==> config.mk <==
export PLATFORM = sky130hd
export DESIGN_NAME = crc_dual_engine
export DESIGN_NICKNAME = d
export VERILOG_FILES = /design/src/rtl/crc_eng_pkg.sv /design/src/rtl/crc_lane.sv /design/src/rtl/crc_residue_cmp.sv /design/src/rtl/crc_dual_engine.sv
export SDC_FILE = /design/constraint.sdc
export NUM_CORES = 1
export LEC_CHECK = 0
export BUFFER_PORTS_ARGS = -buffer_cell sky130_fd_sc_hd__buf_2
export CAP_MARGIN = 20
export CORE_AREA = 2 2 83 65
export CTS_BUF_LIST = sky130_fd_sc_hd__clkbuf_2
export CTS_CLUSTER_SIZE = 24
export DETAILED_ROUTE_END_ITERATION = 10
export DIE_AREA = 0 0 85 67
export PLACE_DENSITY = 0.59
export RECOVER_POWER = 50
export SKIP_LAST_GASP = 1
export SYNTH_ARGS = -nofsm -noshare
export SYNTH_HDL_FRONTEND = slang
export SYNTH_SLANG_ARGS = --single-unit
export TNS_END_PERCENT = 1
==> constraint.sdc <==
create_clock -name clk -period 1.08 [get_ports clk]
set_clock_uncertainty 0.15 [all_clocks]
set_input_delay 0.054 -clock clk [delete_from_list [all_inputs] [get_ports clk]]
set_output_delay 0.054 -clock clk [all_outputs]
set_load 0.01 [all_outputs]
==> src/rtl/crc_eng_pkg.sv <==
package crc_eng_pkg;

  localparam int CRC_W = 16;

  typedef logic [CRC_W-1:0] crc_word_t;

  typedef enum logic {
    POLY_CCITT = 1'b0,
    POLY_C16   = 1'b1
  } poly_sel_e;

  // Bit-reversed generator polynomials (register shifts toward bit 0)
  localparam crc_word_t POLY_C16_REFL   = 16'hA001;
  localparam crc_word_t POLY_CCITT_REFL = 16'h8408;

  // Residues left after frame plus complemented CRC, ones preset
  localparam crc_word_t RESID_C16   = 16'hB001;
  localparam crc_word_t RESID_CCITT = 16'hF0B8;

  function automatic crc_word_t poly_mask(input logic sel);
    return (poly_sel_e'(sel) == POLY_C16) ? POLY_C16_REFL : POLY_CCITT_REFL;
  endfunction

  function automatic crc_word_t preset_word(input logic ones);
    return ones ? {CRC_W{1'b1}} : {CRC_W{1'b0}};
  endfunction

  function automatic crc_word_t fold_bit(input crc_word_t cur, input logic d,
                                         input logic sel);
    logic fb;
    fb = cur[0] ^ d;
    return (cur >> 1) ^ (fb ? poly_mask(sel) : {CRC_W{1'b0}});
  endfunction

  function automatic crc_word_t residue_word(input logic sel, input logic ones);
    if (!ones) return {CRC_W{1'b0}};
    return (poly_sel_e'(sel) == POLY_C16) ? RESID_C16 : RESID_CCITT;
  endfunction

endpackage

==> src/rtl/crc_lane.sv <==
module crc_lane
  import crc_eng_pkg::*;
(
  input  logic      clk,
  input  logic      rst_n,
  input  logic      poly_sel,
  input  logic      preset_ones,
  input  logic      preset_cmd,
  input  logic      bit_en,
  input  logic      bit_in,
  output crc_word_t crc_q,
  output logic      load_evt,
  output logic      fold_evt
);

  crc_word_t crc_d;

  // Preset wins over a data bit in the same cycle
  always_comb begin
    load_evt = preset_cmd;
    fold_evt = bit_en & ~preset_cmd;
    if (load_evt)      crc_d = preset_word(preset_ones);
    else if (fold_evt) crc_d = fold_bit(crc_q, bit_in, poly_sel);
    else               crc_d = crc_q;
  end

  always_ff @(posedge clk or negedge rst_n) begin
    if (!rst_n) crc_q <= '0;
    else        crc_q <= crc_d;
  end

endmodule

==> src/rtl/crc_residue_cmp.sv <==
module crc_residue_cmp
  import crc_eng_pkg::*;
(
  input  crc_word_t crc_val,
  input  logic      poly_sel,
  input  logic      preset_ones,
  output logic      match
);

  crc_word_t expect_w;

  always_comb begin
    expect_w = residue_word(poly_sel, preset_ones);
    match    = (crc_val == expect_w);
  end

endmodule

==> src/rtl/crc_dual_engine.sv <==
module crc_dual_engine
  import crc_eng_pkg::*;
#(
  parameter int LANES = 2
) (
  input  logic        clk,
  input  logic        rst_n,
  input  logic        poly_sel,
  input  logic        preset_ones,
  input  logic        tx_preset_cmd,
  input  logic        tx_bit_en,
  input  logic        tx_bit,
  input  logic        rx_preset_cmd,
  input  logic        rx_bit_en,
  input  logic        rx_bit,
  output logic [15:0] tx_crc,
  output logic [15:0] rx_crc,
  output logic        rx_residue_ok
);

  localparam int TX_IX = 0;
  localparam int RX_IX = LANES - 1;

  logic [LANES-1:0] lane_cmd;
  logic [LANES-1:0] lane_en;
  logic [LANES-1:0] lane_bit;
  logic [LANES-1:0] lane_load;
  logic [LANES-1:0] lane_fold;
  crc_word_t        lane_crc [LANES];

  assign lane_cmd = {rx_preset_cmd, tx_preset_cmd};
  assign lane_en  = {rx_bit_en, tx_bit_en};
  assign lane_bit = {rx_bit, tx_bit};

  for (genvar g = 0; g < LANES; g++) begin : g_lane
    crc_lane u_lane (
      .clk         (clk),
      .rst_n       (rst_n),
      .poly_sel    (poly_sel),
      .preset_ones (preset_ones),
      .preset_cmd  (lane_cmd[g]),
      .bit_en      (lane_en[g]),
      .bit_in      (lane_bit[g]),
      .crc_q       (lane_crc[g]),
      .load_evt    (lane_load[g]),
      .fold_evt    (lane_fold[g])
    );
  end

  assign tx_crc = lane_crc[TX_IX];
  assign rx_crc = lane_crc[RX_IX];

  crc_residue_cmp u_resid (
    .crc_val     (lane_crc[RX_IX]),
    .poly_sel    (poly_sel),
    .preset_ones (preset_ones),
    .match       (rx_residue_ok)
  );

endmodule

# After elaboration in Yosys (flattened, before gate mapping)

Index checks and enable logic that the tools add are counted.

Input port bits: 10
Output and inout bits: 33
Flip-flop bits (word level): 32
Logic and storage cells: 23

Reductions and logical operators: 2
Bitwise operators: 8
Eq/ne operators: 1
Mux-type cells: 10

Operator list:

| kind                                            | count |
|---|---|
| 16-bit two-way mux                              | 8 |
| 15-bit by 16-bit bitwise XOR with 16-bit output | 2 |
| 16-bit equality test                            | 1 |
| 15-bit two-way mux                              | 1 |
| 14-bit two-way mux                              | 1 |
| 2-bit nonzero test                              | 2 |
| 1-bit bitwise AND                               | 2 |
| 1-bit NOT                                       | 2 |
| 1-bit bitwise XOR                               | 2 |

# Longest topological paths before layout

Word-level depth: 5
Mapped depth: 5
Depth with buffers taken out: 3

# By module

From an unflattened synthesis, not the netlist that was laid out.

Cell total of the unflattened synthesis: 163
Area, all modules: 1707.9 sq um

Modules (own cells, without submodules):

| module          | cells each | area each (sq um) | sequential area each (sq um) | instances |
|---|---|---|---|---|
| crc_lane        | 75         | 797.0             | 400.4                        | 2 |
| crc_residue_cmp | 13         | 113.9             | 0.0                          | 1 |

# Least setup slack after synthesis

No wires, ideal clock.

Kind: reg2out
Start point: register g_lane[1].u_lane.crc_q[4]
End point: output rx_residue_ok
Path buffers: 0
Data required time: 0.876 ns
Cell stages (with the launch flop): 4
Arrival: 1.182 ns
Slack: -0.306 ns
Path through: dfrtp_1 > nand4_1 > or3_4 > a221oi_2

Word-level cells in the longest chain between the ends: 1

Ends and longest elaborated chain:

| what                   | line                  | text |
|---|---|---|
| from (decl)            | crc_lane.sv:11        | `output crc_word_t crc_q,` |
| from (signal assigned) | crc_lane.sv:29        | `else crc_q <= crc_d;` |
| 16-bit equality test   | crc_residue_cmp.sv:14 | `match = (crc_val == expect_w);` |
| to (decl)              | crc_dual_engine.sv:18 | `output logic rx_residue_ok` |

Every way passes these cells.

# Worst setup path after layout

Same ends and word-level chain as after synthesis.

==> metrics.csv <==
metric;value;unit
sequential fraction of the synthesis area;48.34;%
maximum VDD drop;0.5303;mV
Arr. time, crit path;1680;ps
Rows;22;
CTS tree;built;
CP required;880;ps
Yosys cell types;30;
DRC Markers;0;
final setup violation count;60;
die area;0.005695;mm²
largest net degree at the start of global routing;23;
FF+latch count, synth;32;
Core Box Area;0.004817;mm²
I/O Buffers;42;
DP HPWL;3268;µm
hold buffer count at cts;6;
Post-Syn Instances;161;
total gr overflow;0;
Synth Area per Inst;10.29;µm²
first-pass GRT wire length;7631;µm
non-filler instance count after layout;301;
Tot GR Track Use;17.34;%
die width;85;µm
Setup crit end kind;output port;
CTS Sinks;32;
outcome;finished, violations left;
crit start category;flop;
H-tree depth;2;
P&R area growth vs syn;39.43;%
number of global-route vias before repair;1475;
clk buf depth;2;
Yosys warning total;0;
starting DRC count in detailed routing;172;
WS Path Type;reg2out;
Clock Pin Slew Worst Setup and Hold Paths;170;ps
most frequent cells in the layout;buf_2, buf_4, dfrtp_1;
Most flops, register;g_lane.u_lane.crc_q;
Starting Density;34.39;%
total CTS buffers;5;
final period demand of the worst path;1879;ps
max reg flops;32;
most common cell after layout, fill and taps aside;buf_2;
syn nets;171;
PD cells;1264;mW/mm²
measured slew at the worst slew-check pin;749.9;ps
worst skew pair latency;360;ps
nets;250;
failing checks;negative setup slack;
drt via density;5.159;
n_diodes;0;
antenna violations before repair;0;
Max-slew headroom;50.01;%
drt wl/cell;14.95;µm
P_leak;1.096;nW
TNS Setup;-9729;ps
count of boundary I/O pins;43;
fin worst setup slack;-799.2;ps
DR pass1 iterations;4;
Post-DRT Antenna Nets;0;
biggest regs;g_lane.u_lane.crc_q x32;
Vias;1553;
total wire length;4500;µm
cell area after synthesis;0.001657;mm²
Final period util;174.0;%
Hold Vio Cnt, Final;0;
Max FO, Critical Path;3;
maxcap violations;0;
worst hold path type;in2reg;
GPL Wtd Cong;0.8044;
CTS Root Cell;clkbuf_2;
max-slew violations;0;
chip height;67;µm
share of cells above drive strength 1;38.17;%
Cells after DPL;283;
f_max;532.1;MHz
RSZ-0062 raised after global routing;yes;
## power by group
| part | switching [W] | internal [W] | total [W] |
|---|---|---|---|
| sequential | 0.000119 | 0.00133 | 0.00145 |
| combinational | 0.000463 | 0.000437 | 0.000899 |
| clock | 0.000395 | 0.000174 | 0.000568 |
## timing repair
item,in CTS,in global routing
cloned,0,0
hold endpoints to repair,48,14
resized for setup,1,1
buffers inserted,3,1
pin swaps,2,2
endpoints found under the setup margin,44,63
## per-layer routing
layer | global-route usage [%] | wire (µm)
met2 | 25.39 | 2125
met4 | 5.952 | 46
met3 | 2.850 | 177
met1 | 25.73 | 2151
met5 | 0 | 0
## worst paths after layout
path                       slack [ps]  depth (start not counted)                         end                       start
max in group asynchronous          20                          3  g_lane[1].u_lane.crc_q[15]                       rst_n
min in group asynchronous         100                          2   g_lane[1].u_lane.crc_q[6]                       rst_n
min reg2reg                       440                          2  g_lane[0].u_lane.crc_q[10]  g_lane[0].u_lane.crc_q[10]
min                                10                          4   g_lane[1].u_lane.crc_q[3]                      rx_bit
max                              -800                          4               rx_residue_ok   g_lane[1].u_lane.crc_q[4]
max reg2reg                      -410                          4  g_lane[1].u_lane.crc_q[15]   g_lane[1].u_lane.crc_q[0]
## stage by stage
| stage | hold WS, ps | setup WS, ps | power, W | area [µm²] | utilization (%) |
|---|---|---|---|---|---|
| 6_report | 10.08 | -799.2 | 0.002920 | 2310 | 47.95 |
| 5_1_grt | -16.34 | -916.0 | 0.003115 | 2310 | 47.95 |
| 4_1_cts | -67.89 | -818.2 | 0.002953 | 2306 | 47.87 |
| 3_5_place_dp | -173.0 | -424.3 | 0.002330 | 2178 | 45.22 |
| 3_3_place_gp | -172.1 | -377.0 | 0.002325 | 2178 | 45.22 |
| 2_1_floorplan | -391.6 | -285.6 | 0.001875 | 1669 | - |
## cells in the mapped netlist
master	number	area, µm²
buf_1	2	7.510
and3b_2	1	10.01
o211ai_1	1	7.510
inv_2	1	3.750
xnor2_1	2	17.52
buf_4	2	15.01
or3_1	1	6.260
mux2i_1	24	240.2
inv_1	5	18.77
a21oi_1	22	110.1
dfrtp_1	32	800.8
a221oi_2	1	15.01
clkinv_1	1	3.750
or3_4	1	11.26
o21ai_1	1	5.000
o31a_1	1	8.760
nor2_1	9	33.78
nor3_1	1	5.000
nor3b_1	2	15.01
nand4_1	15	93.84
buf_2	5	25.02
o21ai_0	3	15.01
nor4_1	3	18.77
buf_6	1	11.26
o2111ai_1	8	70.07
and4_2	1	10.01
clkbuf_1	2	7.510
nand2_1	2	7.510
xor2_1	2	17.52
nand3_1	9	45.04
## cell type report
| cell class | count | area (µm²) |
|---|---|---|
| clock inverters | 1 | 3.754 |
| flip-flops and latches | 32 | 802.0 |
| well taps | 60 | 75.07 |
| fillers | 468 | 2507 |
| inverters | 7 | 26.28 |
| clock buffers | 7 | 35.03 |
| repair buffers | 84 | 580.6 |
| multi-input cells | 110 | 787.0 |
## worst max-delay path, stage by stage, from the launching register on
cell and delay [ps]:
dfrtp_2 460, nor4_2 270, o21ai_1 140, a221oi_4 290, buf_2 160
## cell families after synthesis
family	synth area share [%]
AOI/OAI and AO/OA	13.97
and+or+nand+nor	15.48
DFF	48.34
muxes	14.50
buffers and inverters	5.589
xor gates and xnor gates	2.115
No activity file was read; power rests on OpenSTA's default activity.
